[src/rtl/ewc_pkg.sv]
// Package: shared state encoding for the sector erase window controller.
// Assumes: used only by the ewc_* modules and the top erase_window_ctrl.
package ewc_pkg;

    typedef enum logic [1:0] {
        ST_IDLE       = 2'd0,
        ST_WINDOW     = 2'd1,
        ST_SECTOR_RUN = 2'd2,
        ST_CHIP_RUN   = 2'd3
    } ewc_state_t;

endpackage

[src/rtl/ewc_window_timer.sv]
// Module: ewc_window_timer
// Counts down the acceptance window. A restart loads the full length in the
// cycle it is asserted; while run is high the count drops by one per cycle.
// at_last flags the final window cycle; the caller decides on expiry.
// Assumes: WIN_CYC >= 1, restart has priority over run.
module ewc_window_timer #(
    parameter int WIN_CYC = 2500,
    parameter int CNT_W   = $clog2(WIN_CYC + 1)
) (
    input  logic clk,
    input  logic rst_n,
    input  logic restart,
    input  logic run,
    output logic at_last
);

    localparam logic [CNT_W-1:0] LOAD_VAL = CNT_W'(WIN_CYC);
    localparam logic [CNT_W-1:0] ONE      = CNT_W'(1);

    logic [CNT_W-1:0] remaining;

    // Load on restart, otherwise count down while the window runs.
    always_ff @(posedge clk) begin
        if (!rst_n) begin
            remaining <= '0;
        end else if (restart) begin
            remaining <= LOAD_VAL;
        end else if (run && remaining != '0) begin
            remaining <= remaining - ONE;
        end
    end

    // Final cycle of the window.
    always_comb begin
        at_last = run && (remaining == ONE);
    end

endmodule

[src/rtl/ewc_sector_mask.sv]
// Module: ewc_sector_mask
// Holds one selection bit per sector. An add sets the bit named by idx;
// clear empties the whole mask and wins over add.
// Assumes: idx has already been range checked by the caller.
module ewc_sector_mask #(
    parameter int NUM_SECTORS = 11,
    parameter int IDX_W       = 4
) (
    input  logic                   clk,
    input  logic                   rst_n,
    input  logic                   clear,
    input  logic                   add,
    input  logic [IDX_W-1:0]       idx,
    output logic [NUM_SECTORS-1:0] mask
);

    for (genvar g = 0; g < NUM_SECTORS; g++) begin : g_bit
        logic hit;

        // Decode this sector's select.
        always_comb begin
            hit = add && (idx == IDX_W'(g));
        end

        // Hold, set on select, drop on clear.
        always_ff @(posedge clk) begin
            if (!rst_n) begin
                mask[g] <= 1'b0;
            end else if (clear) begin
                mask[g] <= 1'b0;
            end else if (hit) begin
                mask[g] <= 1'b1;
            end
        end
    end

endmodule

[src/rtl/ewc_cmd_gate.sv]
// Module: ewc_cmd_gate
// Command gating state machine. In idle it opens a window on a valid sector
// command or starts a chip erase. In the window only valid sector commands
// count, and expiry starts the sector erase. While an erase runs only suspend
// is acknowledged, and erase_done returns to idle.
// Assumes: strobes are single-cycle decoded commands; sector beats chip.
module ewc_cmd_gate
    import ewc_pkg::*;
#(
    parameter int NUM_SECTORS = 11,
    parameter int IDX_W       = 4
) (
    input  logic             clk,
    input  logic             rst_n,
    input  logic             cmd_sector_erase,
    input  logic [IDX_W-1:0] cmd_sector_idx,
    input  logic             cmd_chip_erase,
    input  logic             cmd_suspend,
    input  logic             erase_done,
    input  logic             at_last,
    output logic             timer_restart,
    output logic             timer_run,
    output logic             mask_add,
    output logic             mask_clear,
    output logic             window_open,
    output logic             erase_begun,
    output logic             erase_go,
    output logic             chip_go,
    output logic             suspend_ack
);

    ewc_state_t state, state_nxt;
    logic       sector_ok;
    logic       go_nxt, chip_nxt, ack_nxt;

    // Range check of the sector number.
    always_comb begin
        sector_ok = cmd_sector_erase && (32'(cmd_sector_idx) < NUM_SECTORS);
    end

    // Next state and control strobes.
    always_comb begin
        state_nxt     = state;
        timer_restart = 1'b0;
        timer_run     = 1'b0;
        mask_add      = 1'b0;
        mask_clear    = 1'b0;
        go_nxt        = 1'b0;
        chip_nxt      = 1'b0;
        ack_nxt       = 1'b0;
        case (state)
            ST_IDLE: begin
                if (sector_ok) begin
                    timer_restart = 1'b1;
                    mask_add      = 1'b1;
                    state_nxt     = ST_WINDOW;
                end else if (cmd_chip_erase) begin
                    chip_nxt  = 1'b1;
                    state_nxt = ST_CHIP_RUN;
                end
            end
            ST_WINDOW: begin
                timer_run = 1'b1;
                if (sector_ok) begin
                    timer_restart = 1'b1;
                    mask_add      = 1'b1;
                end else if (at_last) begin
                    go_nxt    = 1'b1;
                    state_nxt = ST_SECTOR_RUN;
                end
            end
            ST_SECTOR_RUN, ST_CHIP_RUN: begin
                if (erase_done) begin
                    mask_clear = 1'b1;
                    state_nxt  = ST_IDLE;
                end else if (cmd_suspend) begin
                    ack_nxt = 1'b1;
                end
            end
            default: state_nxt = ST_IDLE;
        endcase
    end

    // State and one-cycle pulse registers.
    always_ff @(posedge clk) begin
        if (!rst_n) begin
            state       <= ST_IDLE;
            erase_go    <= 1'b0;
            chip_go     <= 1'b0;
            suspend_ack <= 1'b0;
        end else begin
            state       <= state_nxt;
            erase_go    <= go_nxt;
            chip_go     <= chip_nxt;
            suspend_ack <= ack_nxt;
        end
    end

    // Status decoded from the state register.
    always_comb begin
        window_open = (state == ST_WINDOW);
        erase_begun = (state == ST_SECTOR_RUN) || (state == ST_CHIP_RUN);
    end

endmodule

[src/rtl/erase_window_ctrl.sv]
// Module: erase_window_ctrl (top)
// Sector erase acceptance window controller. Collects sectors into a mask
// while a restartable window runs, then flags that the erase has begun.
// Assumes: commands arrive already decoded; the erase itself happens outside.
module erase_window_ctrl #(
    parameter int  NUM_SECTORS = 11,
    parameter int  CLK_FREQ_HZ = 50_000_000,
    parameter int  WINDOW_US   = 50,
    localparam int IDX_W       = (NUM_SECTORS > 1) ? $clog2(NUM_SECTORS) : 1
) (
    input  logic                   clk,
    input  logic                   rst_n,
    input  logic                   cmd_sector_erase,
    input  logic [IDX_W-1:0]       cmd_sector_idx,
    input  logic                   cmd_chip_erase,
    input  logic                   cmd_suspend,
    input  logic                   cmd_other,
    input  logic                   erase_done,
    output logic                   window_open,
    output logic                   erase_begun,
    output logic                   erase_go,
    output logic                   chip_go,
    output logic                   suspend_ack,
    output logic [NUM_SECTORS-1:0] erase_mask
);

    localparam int RAW_CYC = (CLK_FREQ_HZ / 1000) * WINDOW_US / 1000;
    localparam int WIN_CYC = (RAW_CYC < 1) ? 1 : RAW_CYC;

    logic timer_restart, timer_run, at_last;
    logic mask_add, mask_clear;
    logic other_unused;

    // Other commands only matter by being ignored in every state.
    always_comb begin
        other_unused = cmd_other;
    end

    ewc_window_timer #(
        .WIN_CYC (WIN_CYC)
    ) u_timer (
        .clk     (clk),
        .rst_n   (rst_n),
        .restart (timer_restart),
        .run     (timer_run),
        .at_last (at_last)
    );

    ewc_sector_mask #(
        .NUM_SECTORS (NUM_SECTORS),
        .IDX_W       (IDX_W)
    ) u_mask (
        .clk   (clk),
        .rst_n (rst_n),
        .clear (mask_clear),
        .add   (mask_add),
        .idx   (cmd_sector_idx),
        .mask  (erase_mask)
    );

    ewc_cmd_gate #(
        .NUM_SECTORS (NUM_SECTORS),
        .IDX_W       (IDX_W)
    ) u_gate (
        .clk              (clk),
        .rst_n            (rst_n),
        .cmd_sector_erase (cmd_sector_erase),
        .cmd_sector_idx   (cmd_sector_idx),
        .cmd_chip_erase   (cmd_chip_erase),
        .cmd_suspend      (cmd_suspend),
        .erase_done       (erase_done),
        .at_last          (at_last),
        .timer_restart    (timer_restart),
        .timer_run        (timer_run),
        .mask_add         (mask_add),
        .mask_clear       (mask_clear),
        .window_open      (window_open),
        .erase_begun      (erase_begun),
        .erase_go         (erase_go),
        .chip_go          (chip_go),
        .suspend_ack      (suspend_ack)
    );

endmodule

[config.mk]
export PLATFORM = sky130hd
export DESIGN_NAME = erase_window_ctrl
export DESIGN_NICKNAME = d
export VERILOG_FILES = /design/src/rtl/ewc_pkg.sv /design/src/rtl/ewc_window_timer.sv /design/src/rtl/ewc_sector_mask.sv /design/src/rtl/ewc_cmd_gate.sv /design/src/rtl/erase_window_ctrl.sv
export SDC_FILE = /design/constraint.sdc
export NUM_CORES = 1
export LEC_CHECK = 0
export ABC_AREA = 1
export BUFFER_PORTS_ARGS = -buffer_cell sky130_fd_sc_hd__buf_2
export CAP_MARGIN = 20
export CORE_UTILIZATION = 58
export DETAILED_ROUTE_END_ITERATION = 12
export GPL_TIMING_DRIVEN = 0
export PLACE_DENSITY_LB_ADDON = 0.3
export REMOVE_ABC_BUFFERS = 1
export SYNTH_ARGS = -nofsm -noshare
export SYNTH_HDL_FRONTEND = slang
export SYNTH_SLANG_ARGS = --single-unit
[constraint.sdc]
create_clock -name clk -period 3.9 [get_ports clk]
set_clock_uncertainty 0.1 [all_clocks]
set_input_delay 0.39 -clock clk [delete_from_list [all_inputs] [get_ports clk]]
set_output_delay 0.39 -clock clk [all_outputs]
set_load 0.005 [all_outputs]
==> results_dict.tcl <==
set metrics [dict create \
    status "finished clean" \
    relSlewSlack_pct 66.89 \
    place.gp.congestion 0.8457 \
    maxCapViolations 0 \
    final_common_cell "nand2_1" \
    route.met3.wl_um 103 \
    clkLatencyLatePin_ns 0.34 \
    ys_ff_latch 28 \
    worst_pin_slew_ns 0.4961 \
    worstSetupPathType "reg2reg" \
    drive_gt1_share_pct 16.67 \
    num-nets-final 249 \
    required_ns 4.09 \
    core_area_sq_um 2255 \
    avgSynthCellArea_sq_um 6.733 \
    cts_hold_buf 0 \
    place_hpwl_mm 2.109 \
    ir_drop_mv 0.4403 \
    worstPathMaxFanout 12 \
    first_global_vias 1182 \
    antenna_found_initial 0 \
    drt_iter0_markers 32 \
    fillers 213 \
    netlist_area_sq_um 1414 \
    port_buffers 25 \
    drv_slew 0 \
    rows 17 \
    first_pass_iters 4 \
    leakagePower_nw 0.8319 \
    final.setup.tns_ns 0 \
    cp.arrival_ns 1.92 \
    die_x_um 51.37 \
    area.sequential_sq_um 560.5 \
    routed.top_layer "met4" \
    most-common-layout-cells "nand2_1 (47), nor2_1 (40), dfxtp_1 (28)" \
    cts.path.max_buffers 2 \
    startpoint_type "flip-flop" \
    grt_overflow 0 \
    diodes 0 \
    drc 0 \
    post-route-period-util_pct 44.54 \
    clk_pin_slew_ns 0.15 \
    grt_max_degree 17 \
    cts_tree "yes" \
    syn-instance-count 210 \
    end_kind "flip-flop" \
    setup_viol 0 \
    dieArea_sq_um 2639 \
    root_buffer "clkbuf_4" \
    multi_input_area_sq_um 716.9 \
    wl_met1_mm 1.442 \
    antenna_left 0 \
    seq_area_frac_synth_pct 39.65 \
    power_density_nw_per_um2 521.2 \
    post-cts-setup-buffers 0 \
    wl_per_cell_um 11.08 \
    cts_buffers 3 \
    die_h_um 51.37 \
    post_cts_resized 0 \
    yosysWarnings 0 \
    hold_viol 0 \
    post-route-util_pct 70.59 \
    synth_cell_types 25 \
    fmax_mhz 575.7 \
    via_per_inst 5.179 \
    hold_class "in2reg" \
    dr_wl_met2_mm 1.324 \
    area_delta_synth_final_pct 12.57 \
    power.total_uw 829.5 \
    grt_pass1_wl_mm 5.043 \
    cts.sinks 28 \
    vias 1357 \
    cts_max_level 1 \
    io-pin-count 27 \
    rsz0062_at_grt "false" \
    fin_crit_ns 1.737 \
    totalWireLength_mm 2.903 \
    start_util_pct 62.71 \
    track_usage_pct 25.51 \
]
-- critical path, stage by stage (launching register included) --
cell     delay (ns)
dfxtp_1        0.38
inv_1          0.11
ha_1           0.23
nand3_1        0.08
nor2_1         0.05
nor2_2         0.39
nand2_1        0.13
nand3_1        0.10
nand2_1        0.06
inv_1          0.05
-- through the flow --
stage          area (sq um)  worst slack [ns]  hold WS [ns]  cells
5_1_grt                1592             2.001        0.1641    262
4_1_cts                1592             2.168        0.1843    262
3_3_place_gp           1539             2.011        0.3450    258
3_5_place_dp           1539             1.970        0.3579    258
2_1_floorplan          1379             2.422        0.3392    205
6_report               1592             2.163        0.1840    262
-- Yosys cell counts (all sizes together) --
cell / instances / share of area [%]
a21boi: 1 / 0.53
a21oi: 14 / 5.0
a31oi: 8 / 3.5
and3: 1 / 0.44
buf: 3 / 1.9
clkbuf: 2 / 0.53
dfxtp: 28 / 40
ha: 3 / 2.7
inv: 27 / 7.2
nand2: 49 / 13
nand3: 16 / 5.7
nand3b: 1 / 0.53
nand4: 1 / 0.44
nor2: 45 / 13
nor3: 1 / 0.35
o21ai: 4 / 1.4
o21bai: 1 / 0.53
xnor2: 2 / 1.2
xor2: 3 / 1.9
-- sequential cells by signal (all words and copies together), names as in the netlist --
name / cells
u_gate.suspend_ack: 1
u_gate.erase_go: 1
u_timer.remaining: 12
u_gate.chip_go: 1
u_mask.mask: 11
u_gate.state: 2
-- final timing paths --
kind                             start              endpoint  slack, ns  depth (start not counted)
hold reg to reg         u_mask.mask[7]        u_mask.mask[7]       0.39                          2
hold / removal             cmd_suspend    u_gate.suspend_ack       0.18                          2
setup / recovery  u_timer.remaining[0]  u_timer.remaining[6]       2.16                          9
setup reg to reg  u_timer.remaining[0]  u_timer.remaining[6]       2.16                          9
-- final cells by class --
class	count	share of cell area, %
flip-flops and latches	28	35.22
inverters	27	6.368
clock buffers	3	1.415
well taps	28	2.201
repair buffers	25	7.862
multi-input cells	150	45.05
clock inverters	1	1.887
-- power breakdown --
group | internal (mW) | switching (mW) | total (mW)
logic | 0.111 | 0.186 | 0.297
clock network | 0.104 | 0.0856 | 0.190
registers | 0.313 | 0.0297 | 0.342
total | 0.528 | 0.302 | 0.830
-- routing by layer --
layer  vias up  GRT usage (%)
met5         -              0
met4         0          8.108
met3         4          6.250
met2        25          40.26
li1        714              -
met1       614          33.88
-- kinds of logic after synthesis --
logic type | Yosys count | share of synthesized area, %
buffers and inverters | 32 | 9.646
AOI/OAI and AO/OA | 28 | 10.97
xor gates and xnor gates | 5 | 3.098
adders and majority gates | 3 | 2.655
DFF | 28 | 39.65
and+or+nand+nor | 114 | 33.98
Note: power is estimated with default switching activity, not from simulation.
